$ cat src/rtl/nseq_pkg.sv
package nseq_pkg;

  localparam int ROW_W = 24;

  localparam logic [7:0] OP_PTR_A     = 8'h00;
  localparam logic [7:0] OP_PTR_B     = 8'h01;
  localparam logic [7:0] OP_PTR_SPARE = 8'h50;
  localparam logic [7:0] OP_PROG_SET  = 8'h80;
  localparam logic [7:0] OP_PROG      = 8'h10;
  localparam logic [7:0] OP_ERASE_A   = 8'h60;
  localparam logic [7:0] OP_ERASE_B   = 8'hD0;
  localparam logic [7:0] OP_STATUS    = 8'h70;
  localparam logic [7:0] OP_READ_ID   = 8'h90;
  localparam logic [7:0] OP_PARAM     = 8'hEC;
  localparam logic [7:0] OP_GET_FEAT  = 8'hEE;
  localparam logic [7:0] OP_SET_FEAT  = 8'hEF;
  localparam logic [7:0] OP_RESET     = 8'hFF;

  typedef enum logic [3:0] {
    ST_IDLE, ST_PTR, ST_CMD, ST_COL, ST_ROW0, ST_ROW1, ST_ROW2,
    ST_DLY, ST_STAT, ST_WAIT, ST_DONE
  } seq_state_t;

  typedef enum logic [1:0] {
    FIN_NOW, FIN_DELAY, FIN_READY, FIN_RESET
  } fin_kind_t;

  // opcodes whose address cycles are always byte wide
  function automatic logic op_is_8bit(input logic [7:0] op);
    return (op == OP_READ_ID) || (op == OP_PARAM) ||
           (op == OP_GET_FEAT) || (op == OP_SET_FEAT);
  endfunction

  // opcodes that complete right after the latch phase
  function automatic logic op_no_wait(input logic [7:0] op);
    return (op == OP_PROG) || (op == OP_ERASE_A) || (op == OP_ERASE_B) ||
           (op == OP_PROG_SET) || (op == OP_STATUS) ||
           (op == OP_READ_ID) || (op == OP_SET_FEAT);
  endfunction

endpackage

$ cat src/rtl/nseq_col_map.sv
module nseq_col_map
  import nseq_pkg::*;
#(
  parameter int PAGE_BYTES = 512,
  parameter int COL_W      = 10
) (
  input  logic [7:0]       op,
  input  logic [COL_W-1:0] col,
  input  logic             bus16,
  output logic             ptr_need,
  output logic [7:0]       ptr_op,
  output logic [7:0]       col_byte
);

  localparam logic [COL_W-1:0] PAGE_C = COL_W'(PAGE_BYTES);
  localparam logic [COL_W-1:0] HALF_C = COL_W'(256);

  logic [COL_W-1:0] rebased;
  logic [COL_W-1:0] shifted;
  logic             unused_hi;

  always_comb begin
    ptr_need = (op == OP_PROG_SET);
    ptr_op   = OP_PTR_A;
    rebased  = col;
    if (ptr_need) begin
      if (col >= PAGE_C) begin
        ptr_op  = OP_PTR_SPARE;
        rebased = col - PAGE_C;
      end else if (col >= HALF_C) begin
        ptr_op  = OP_PTR_B;
        rebased = col - HALF_C;
      end
    end
    shifted = (bus16 && !op_is_8bit(op)) ? (rebased >> 1) : rebased;
  end

  assign col_byte  = shifted[7:0];
  assign unused_hi = ^shifted[COL_W-1:8];

endmodule

$ cat src/rtl/nseq_strobe.sv
module nseq_strobe #(
  parameter int WE_LOW  = 2,
  parameter int WE_HIGH = 2
) (
  input  logic clk,
  input  logic rst_n,
  input  logic active,
  output logic we_n,
  output logic last
);

  localparam int BYTE_CYC = WE_LOW + WE_HIGH;
  localparam int CNT_W    = $clog2(BYTE_CYC + 1);

  logic [CNT_W-1:0] cnt_q, cnt_n;

  assign last = active && (cnt_q == CNT_W'(BYTE_CYC - 1));
  assign we_n = !(active && (cnt_q < CNT_W'(WE_LOW)));

  always_comb begin
    cnt_n = cnt_q;
    if (!active || last) cnt_n = '0;
    else                 cnt_n = cnt_q + 1'b1;
  end

  always_ff @(posedge clk or negedge rst_n) begin
    if (!rst_n) cnt_q <= '0;
    else        cnt_q <= cnt_n;
  end

endmodule

$ cat src/rtl/nseq_dly_timer.sv
module nseq_dly_timer #(
  parameter int DLY_W       = 16,
  parameter int DEFAULT_CYC = 2000
) (
  input  logic             clk,
  input  logic             rst_n,
  input  logic             load,
  input  logic [DLY_W-1:0] cfg_dly,
  output logic             expired
);

  localparam logic [DLY_W-1:0] DEF_C = DLY_W'(DEFAULT_CYC);

  logic [DLY_W-1:0] cnt_q, cnt_n, eff;

  assign eff     = (cfg_dly == '0) ? DEF_C : cfg_dly;
  assign expired = (cnt_q == '0);

  always_comb begin
    cnt_n = cnt_q;
    if (load)              cnt_n = eff - 1'b1;
    else if (cnt_q != '0)  cnt_n = cnt_q - 1'b1;
  end

  always_ff @(posedge clk or negedge rst_n) begin
    if (!rst_n) cnt_q <= '0;
    else        cnt_q <= cnt_n;
  end

endmodule

$ cat src/rtl/nand_cmd_seq.sv
module nand_cmd_seq
  import nseq_pkg::*;
#(
  parameter int PAGE_BYTES = 512,
  parameter int COL_W      = 10,
  parameter int DQ_W       = 16,
  parameter int DLY_W      = 16,
  parameter int CLK_MHZ    = 100,
  parameter int WE_LOW     = 2,
  parameter int WE_HIGH    = 2,
  parameter int POLL_MS    = 250,
  parameter int RDY_MS     = 400,
  parameter int TMO_W      = 10
) (
  input  logic              clk,
  input  logic              rst_n,
  input  logic              req_valid,
  output logic              req_ready,
  input  logic [7:0]        req_opcode,
  input  logic [COL_W-1:0]  req_col,
  input  logic              req_col_vld,
  input  logic [23:0]       req_row,
  input  logic              req_row_vld,
  input  logic              cfg_bus16,
  input  logic              cfg_row3,
  input  logic              cfg_rb_present,
  input  logic [DLY_W-1:0]  cfg_chip_dly,
  output logic              nand_ce_n,
  output logic              nand_cle,
  output logic              nand_ale,
  output logic              nand_we_n,
  output logic [DQ_W-1:0]   nand_dq,
  output logic              wait_req,
  output logic              wait_poll,
  output logic [TMO_W-1:0]  wait_tmo_ms,
  input  logic              wait_done,
  output logic              done
);

  localparam int DEF_DLY = 20 * CLK_MHZ;
  localparam int DQ_PAD  = DQ_W - 8;

  seq_state_t           state_q, state_n, tail_st;
  fin_kind_t            fin_q, fin_w;
  logic [7:0]           op_q, ptr_op_q, col_byte_q;
  logic [ROW_W-1:0]     row_q;
  logic                 colv_q, rowv_q, row3_q;
  logic [DLY_W-1:0]     dly_q;
  logic                 cap_en, latch_act, byte_last, dly_load, dly_exp;
  logic                 ptr_need_w;
  logic [7:0]           ptr_op_w, col_byte_w, byte_out;

  nseq_col_map #(.PAGE_BYTES(PAGE_BYTES), .COL_W(COL_W)) u_col_map (
    .op       (req_opcode),
    .col      (req_col),
    .bus16    (cfg_bus16),
    .ptr_need (ptr_need_w),
    .ptr_op   (ptr_op_w),
    .col_byte (col_byte_w)
  );

  nseq_strobe #(.WE_LOW(WE_LOW), .WE_HIGH(WE_HIGH)) u_strobe (
    .clk    (clk),
    .rst_n  (rst_n),
    .active (latch_act),
    .we_n   (nand_we_n),
    .last   (byte_last)
  );

  nseq_dly_timer #(.DLY_W(DLY_W), .DEFAULT_CYC(DEF_DLY)) u_dly (
    .clk     (clk),
    .rst_n   (rst_n),
    .load    (dly_load),
    .cfg_dly (dly_q),
    .expired (dly_exp)
  );

  // completion class decided at acceptance
  always_comb begin
    if (op_no_wait(req_opcode))
      fin_w = FIN_NOW;
    else if (req_opcode == OP_RESET)
      fin_w = cfg_rb_present ? FIN_READY : FIN_RESET;
    else if (req_opcode == OP_PTR_A && !req_col_vld && !req_row_vld)
      fin_w = FIN_NOW;
    else
      fin_w = cfg_rb_present ? FIN_READY : FIN_DELAY;
  end

  always_comb begin
    unique case (fin_q)
      FIN_NOW:   tail_st = ST_DONE;
      FIN_READY: tail_st = ST_WAIT;
      default:   tail_st = ST_DLY;
    endcase
  end

  always_comb begin
    state_n = state_q;
    cap_en  = 1'b0;
    unique case (state_q)
      ST_IDLE: if (req_valid) begin
        cap_en  = 1'b1;
        state_n = ptr_need_w ? ST_PTR : ST_CMD;
      end
      ST_PTR:  if (byte_last) state_n = ST_CMD;
      ST_CMD:  if (byte_last)
                 state_n = colv_q ? ST_COL : (rowv_q ? ST_ROW0 : tail_st);
      ST_COL:  if (byte_last) state_n = rowv_q ? ST_ROW0 : tail_st;
      ST_ROW0: if (byte_last) state_n = ST_ROW1;
      ST_ROW1: if (byte_last) state_n = row3_q ? ST_ROW2 : tail_st;
      ST_ROW2: if (byte_last) state_n = tail_st;
      ST_DLY:  if (dly_exp)
                 state_n = (fin_q == FIN_RESET) ? ST_STAT : ST_DONE;
      ST_STAT: if (byte_last) state_n = ST_WAIT;
      ST_WAIT: if (wait_done) state_n = ST_DONE;
      ST_DONE: state_n = ST_IDLE;
      default: state_n = ST_IDLE;
    endcase
  end

  assign dly_load  = (state_n == ST_DLY) && (state_q != ST_DLY);
  assign latch_act = (state_q == ST_PTR)  || (state_q == ST_CMD)  ||
                     (state_q == ST_COL)  || (state_q == ST_ROW0) ||
                     (state_q == ST_ROW1) || (state_q == ST_ROW2) ||
                     (state_q == ST_STAT);

  always_ff @(posedge clk or negedge rst_n) begin
    if (!rst_n) state_q <= ST_IDLE;
    else        state_q <= state_n;
  end

  always_ff @(posedge clk or negedge rst_n) begin
    if (!rst_n) begin
      op_q       <= '0;
      ptr_op_q   <= '0;
      col_byte_q <= '0;
      row_q      <= '0;
      colv_q     <= 1'b0;
      rowv_q     <= 1'b0;
      row3_q     <= 1'b0;
      dly_q      <= '0;
      fin_q      <= FIN_NOW;
    end else if (cap_en) begin
      op_q       <= req_opcode;
      ptr_op_q   <= ptr_op_w;
      col_byte_q <= col_byte_w;
      row_q      <= req_row;
      colv_q     <= req_col_vld;
      rowv_q     <= req_row_vld;
      row3_q     <= cfg_row3;
      dly_q      <= cfg_chip_dly;
      fin_q      <= fin_w;
    end
  end

  always_comb begin
    unique case (state_q)
      ST_PTR:  byte_out = ptr_op_q;
      ST_CMD:  byte_out = op_q;
      ST_COL:  byte_out = col_byte_q;
      ST_ROW0: byte_out = row_q[7:0];
      ST_ROW1: byte_out = row_q[15:8];
      ST_ROW2: byte_out = row_q[23:16];
      ST_STAT: byte_out = OP_STATUS;
      default: byte_out = 8'h00;
    endcase
  end

  assign nand_dq     = {{DQ_PAD{1'b0}}, byte_out};
  assign nand_ce_n   = !latch_act;
  assign nand_cle    = (state_q == ST_PTR) || (state_q == ST_CMD) ||
                       (state_q == ST_STAT);
  assign nand_ale    = (state_q == ST_COL)  || (state_q == ST_ROW0) ||
                       (state_q == ST_ROW1) || (state_q == ST_ROW2);
  assign req_ready   = (state_q == ST_IDLE);
  assign done        = (state_q == ST_DONE);
  assign wait_req    = (state_q == ST_WAIT);
  assign wait_poll   = (fin_q == FIN_RESET);
  assign wait_tmo_ms = wait_poll ? TMO_W'(POLL_MS) : TMO_W'(RDY_MS);

endmodule

$ cat config.mk
export PLATFORM = sky130hd
export DESIGN_NAME = nand_cmd_seq
export DESIGN_NICKNAME = d
export VERILOG_FILES = /design/src/rtl/nseq_pkg.sv /design/src/rtl/nseq_col_map.sv /design/src/rtl/nseq_strobe.sv /design/src/rtl/nseq_dly_timer.sv /design/src/rtl/nand_cmd_seq.sv
export SDC_FILE = /design/constraint.sdc
export NUM_CORES = 1
export LEC_CHECK = 0
export ABC_AREA = 1
export CAP_MARGIN = 20
export CELL_PAD_IN_SITES_DETAIL_PLACEMENT = 1
export CELL_PAD_IN_SITES_GLOBAL_PLACEMENT = 1
export CORE_AREA = 2 2 119 121
export DETAILED_ROUTE_END_ITERATION = 10
export DIE_AREA = 0 0 121 123
export PLACE_DENSITY_LB_ADDON = 0.05
export SYNTH_ARGS = -nofsm -noshare
export SYNTH_HDL_FRONTEND = slang
export SYNTH_SLANG_ARGS = --single-unit
export TNS_END_PERCENT = 10
$ cat constraint.sdc
create_clock -name clk -period 3.6 [get_ports clk]
set_input_delay 0.54 -clock clk [delete_from_list [all_inputs] [get_ports clk]]
set_output_delay 0.54 -clock clk [all_outputs]
set_load 0.01 [all_outputs]
**After elaboration in Yosys (flattened, before gate mapping)**

Cells that the tools add are included.

- Flip-flop bits (word level): 92
- Output and inout bits: 34

- $add $sub $neg: 5
- $lt $le $gt $ge: 3
- Equal/unequal tests: 25
- Mux-type cells: 37
- Reductions and logical operators: 38

Operators with widths:

| operator | count |
|---|---|
| $eq A8 B8 Y1 const B | 7 |
| $pmux W8 S7 | 1 |
| $mux W4 | 13 |
| $mux W16 | 3 |
| $pmux W4 S10 | 1 |
| $mux W9 | 4 |
| $logic_not A16 Y1 | 2 |
| $sub A16 B1 Y16 const B | 2 |
| $mux W8 | 3 |
| $eq A4 B3 Y1 const B | 5 |
| $logic_or A1 B1 Y1 | 20 |
| $eq A8 B7 Y1 const B | 2 |
| $reduce_bool A16 Y1 | 1 |
| $eq A4 B4 Y1 const B | 3 |
| $mux W2 | 6 |
| $ge A10 B10 Y1 const B | 1 |
| $ge A10 B9 Y1 const B | 1 |
| $sub A9 B1 Y9 const B | 1 |
| $sub A9 B9 Y9 const B | 1 |
| $eq A4 B2 Y1 const B | 2 |
| $eq A8 B5 Y1 const B | 1 |
| $logic_not A8 Y1 | 1 |
| $pmux W4 S2 | 1 |
| $logic_and A1 B1 Y1 | 6 |
| 12 further kinds | 20 |

**Longest topological paths before layout**

- Depth after elaboration: 13
- Depth in mapped cells: 21
- Gate-level depth less buffers: 20

**Cells and area by module**

Synthesis repeated with hierarchy kept, for this count alone.

- Cell total of the unflattened synthesis: 779
- Area, all modules: 5575.3 um^2

By module, submodules not included:

| module | instances | cells an instance | area each (um^2) |
|---|---|---|---|
| nand_cmd_seq | 1 | 516 | 3856.2 |
| nseq_dly_timer | 1 | 179 | 1209.9 |
| nseq_col_map | 1 | 68 | 365.4 |
| nseq_strobe | 1 | 16 | 143.9 |

**Least setup slack after synthesis**

No wires, ideal clock.

- Path kind: reg2reg
- Start point: register u_strobe.cnt_q[0]
- End point: register u_dly.cnt_q[8]
- Arrival: 2.593 ns
- Setup slack: 0.929 ns
- Stages on the path, launching flop included: 19
- Buffers on the path: 1
- Period minus slack after synthesis: 2.671 ns
- Cell sequence: dfrtp_1 -> ha_1 -> ha_1 -> buf_2 -> nand3_1 -> o21ai_0 -> o21bai_1 -> a21oi_2 -> nand3_1 -> nor2_4 -> nand3_4 -> nand2_2 -> nand2_1 -> ha_1 -> nand3_1 -> clkinv_1 -> nand2_1 -> nand3_1 -> a21oi_1

- Cells in the longest elaborated chain, start to end: 7

RTL lines:

| element | line | source |
|---|---|---|
| from (decl) | nseq_strobe.sv:15 | `logic [CNT_W-1:0] cnt_q, cnt_n;` |
| from (signal assigned) | nseq_strobe.sv:28 | `else cnt_q <= cnt_n;` |
| $eq A3 B2 Y1 (*) | nseq_strobe.sv:17 | `assign last = active && (cnt_q == CNT_W'(BYTE_CYC - 1));` |
| $logic_and A1 B1 Y1 (*) | nseq_strobe.sv:17 |  |
| $mux W4, or another cell as far along | nand_cmd_seq.sv:115 | `ST_STAT: if (byte_last) state_n = ST_WAIT;` |
| $pmux W4 S10 (*) | nand_cmd_seq.sv:101 | `unique case (state_q)` |
| $eq A4 B3 Y1 (*) | nand_cmd_seq.sv:122 | `assign dly_load = (state_n == ST_DLY) && (state_q != ST_DLY);` |
| $logic_and A1 B1 Y1 (*) | nand_cmd_seq.sv:122 |  |
| $mux W16 or $reduce_bool A2 Y1 (tied branches) | -- |  |
| to (signal assigned) | nseq_dly_timer.sv:27 | `else cnt_q <= cnt_n;` |
| to (decl) | nseq_dly_timer.sv:14 | `logic [DLY_W-1:0] cnt_q, cnt_n, eff;` |

Mark *: on every way between the ends. The rest lies on a longest branch, timed or not.
A chain may end at the register's enable or synchronous reset.

**Worst setup path in the final report**

- Start point: register state_q[2]
- End point: output nand_dq[0]

- Cells in the longest elaborated chain, start to end: 2

RTL lines:

| element | line | source |
|---|---|---|
| from (decl) | nand_cmd_seq.sv:43 | `seq_state_t state_q, state_n, tail_st;` |
| from (signal assigned) | nand_cmd_seq.sv:130 | `else state_q <= state_n;` |
| $eq A4 B4 Y1, or another cell as far along | nand_cmd_seq.sv:158 | `unique case (state_q)` |
| $pmux W8 S7 (*) | nand_cmd_seq.sv:158 |  |
| to (decl) | nand_cmd_seq.sv:32 | `output logic [DQ_W-1:0] nand_dq,` |

Marked as above.

==> metrics.md <==
| Metric | Value |
|---|---|
| Chip Height | `123 um` |
| Yosys reg bits | `86` |
| Critical Path RT | `3.06 ns` |
| Synth area leaders | `dfrtp_1, nand2_1, inv_1` |
| Starting density of the core | `37.2%` |
| Crit share post-route | `90.0%` |
| Data arrival time of the critical path | `2.70 ns` |
| Root buf cell | `clkbuf_16` |
| Post-DRT Antenna Nets | `0` |
| CP Cell Sequence | `nand2_2 > nor2_1 > inv_1 > o22ai_1 > a221oi_1 > o221ai_1 > clkdlybuf4s50_1` |
| First-pass GRT wire length | `25800 um` |
| First DRT Iteration DRCs | `207` |
| Critical setup path kind | `register to output pin` |
| Critical Path Start Type | `register` |
| R2r setup slk | `0.37 ns` |
| Clock-pin slew on the worst setup and hold paths | `0.06 ns` |
| Final wirelength | `15700 um` |
| Endpoints failing hold | `0` |
| Cell at the slowest stage of the critical path | `clkdlybuf4s50_1` |
| Place WS | `-0.0360 ns` |
| Via count | `4752` |
| Worst setup EP type | `output pin` |
| Largest net degree at the start of global routing | `117` |
| Post-synth EDFFs | `0` |
| Fin crit period | `3.24 ns` |
| Crit path setup slack, layout | `0.361 ns` |
| RR Endpoint | `u_dly.cnt_q[8]` |
| CTS tree | `built` |
| Final Cell Area | `6390 um2` |
| Placed inst area | `6080 um2` |
| Vias per inst | `5.05` |
| N_diodes | `0` |
| Die X | `121 um` |
| Count leader, synth | `nand2_1` |
| Total power divided by cell area | `319 nW/um2` |
| Fin util | `46.9%` |
| GRT Total Usage | `22.5%` |
| Fmax | `309 MHz` |
| H-tree Lvls | `3` |
| Total Nets Final | `826` |
| Cell depth of the worst flop-to-flop path | `18` |
| Total of max-cap violations | `0` |
| Lkg Pwr | `3.03 nW` |
| Seq/Total Area, Yosys | `42.5%` |
| Setup Fix Bufs, Post-CTS | `0` |
| Worst slew margin | `30.6%` |
| RSZ-0062 raised after global routing | `yes` |
| Design Power | `2.04 mW` |
| Ports placed on the boundary | `101` |
| Die area | `14900 um2` |
| Least-Margin Pin Slew | `1.04 ns` |
| Drt wl/cell | `16.7 um` |
| First-pass DRT Iterations | `4` |
| Count of cell types in the netlist | `42` |
| VDD IR max | `0.000195 V` |
| Post-synth top cells | `nand2_1, inv_1, dfrtp_1` |
| CP max FO | `8` |
| I/O Buffers | `87` |
| CTS max path bufs | `2` |
| Residual DRC | `0` |
| Top-area cell type share of the netlist area | `42.5%` |
| Initial antenna violation count | `0` |
| GP Congestion | `0.876` |
| Remaining Overflow, GRT | `0` |
| Setup tns final | `0 ns` |
| Setup violators final | `0` |
| Layout cells sized above 1 | `11.4%` |
| Worst r2r src | `state_q[0]` |
| Async SR Flop Fraction | `100%` |
| Clk_lat worst skew | `0.35 ns` |
| Final slew viol count | `0` |
| Row count | `43` |
| Area delta synth->final | `26.2%` |
| CTS Buf Count | `9` |
| Area leader, netlist | `dfrtp_1` |
| Hold Path Class | `input pin to async pin` |
| Outcome | `finished clean` |
| Post-synthesis cell area | `5060 um2` |
| Vias in the first global route | `5131` |
| Critical path origin | `state_q[2]` |
| Skew final | `0.00957 ns` |
| Post-Synthesis Cells | `671` |
| Crit path largest cell delay | `0.52 ns` |
| Post-DP HPWL | `12300 um` |
| Synthesis warning total | `0` |
| Main synth FF type | `dfrtp_1` |
| Clock sink total | `86` |
| Core ar. | `13600 um2` |
| Post-Syn Area per Cell | `7.54 um2` |
==> cell families (layout without fill, tap and decap cells) <==
| logic type | after synthesis | in the layout | share of synthesized area [%] |
|---|---|---|---|
| other | 2 | 13 | 0.148 |
| buffers and inverters | 148 | 227 | 12.6 |
| AND/OR/NAND/NOR | 294 | 294 | 27.3 |
| AO/OA/AOI/OAI | 129 | 129 | 14.7 |
| multiplexers | 9 | 9 | 2.00 |
| flip-flops | 86 | 86 | 42.5 |
| adder cells (fa/ha/maj) | 3 | 3 | 0.742 |
==> power breakdown <==
| part | switching [mW] | internal (mW) |
|---|---|---|
| registers | 0 | 0.966 |
| clock network | 0.402 | 0.543 |
| logic | 0.0577 | 0.0711 |
==> final cells by class <==
type	count	area, um2
Clock buffer	10	229
Clock inverter	6	68.8
Multi-Input combinational cell	448	2330
Tap cell	180	225
Timing Repair Buffer	100	966
Fill cell	1714	7220
Inverter	111	417
Sequential cell	86	2150
==> placed cells by master, fill, tap and decap left out, drive strengths merged <==
cell type / n
mux2: 9
a41o: 1
a21oi: 28
nor3: 7
or2: 3
bufinv: 1
a211oi: 1
dfrtp: 86
clkdlybuf4s50: 86
nand4: 26
o21a: 2
ha: 3
buf: 14
a21boi: 1
o2111ai: 2
o21ai: 66
a221oi: 2
clkinvlp: 1
o221ai: 6
clkbuf: 10
nand3: 34
nand2: 148
nor4: 2
clkinv: 3
nor2: 73
o22ai: 18
inv: 112
conb: 13
o21bai: 2
and3: 1
==> what timing repair did <==
item	4_1_cts	5_1_grt
endpoints found under the setup margin	0	7
resized for setup	0	3
hold buffers	0	0
==> how the worst max path moves through the flow <==
stage	end	slack, ns	cells after the start
final	nand_dq[0]	0.36	7
after global routing	u_dly.cnt_q[8]	-0.05	18
after CTS	u_dly.cnt_q[8]	0.29	17
after detailed placement	u_dly.cnt_q[8]	-0.04	17
after global placement	u_dly.cnt_q[12]	0.06	17
after floorplan	u_dly.cnt_q[8]	0.93	18
==> per-stage QoR <==
| step | hold slack (ns) | std cells |
|---|---|---|
| 2_1_floorplan | 0.244 | 682 |
| 3_3_place_gp | 0.424 | 925 |
| 3_5_place_dp | 0.462 | 925 |
| 5_1_grt | 0.229 | 941 |
| 6_report | 0.183 | 941 |
| 4_1_cts | 0.215 | 941 |
==> critical path, delay by kind of cell, from the launching register on <==
kind,cells,cell delay (ns)
DFF,1,0.47
buffers and inverters,2,0.80
and+or+nand+nor,2,0.37
AOI/OAI and AO/OA,3,0.73
==> sequential cells by signal, indices dropped and copies added, names as in the netlist <==
name / count
col_byte_q: 8
op_q: 8
u_strobe.cnt_q: 3
fin_q: 2
ptr_op_q: 2
row_q: 24
colv_q: 1
u_dly.cnt_q: 16
state_q: 4
row3_q: 1
rowv_q: 1
dly_q: 16
==> routing by layer <==
layer  up-vias  global-route usage [%]  share of wire [%]
li1       2330                       -                  -
met1      2310                    28.4                 46
met2        86                    39.0                 49
met3        26                    3.69                3.2
met4         0                    7.99                2.3
met5         -                       0                  0
(Power assumes the default switching activity.)
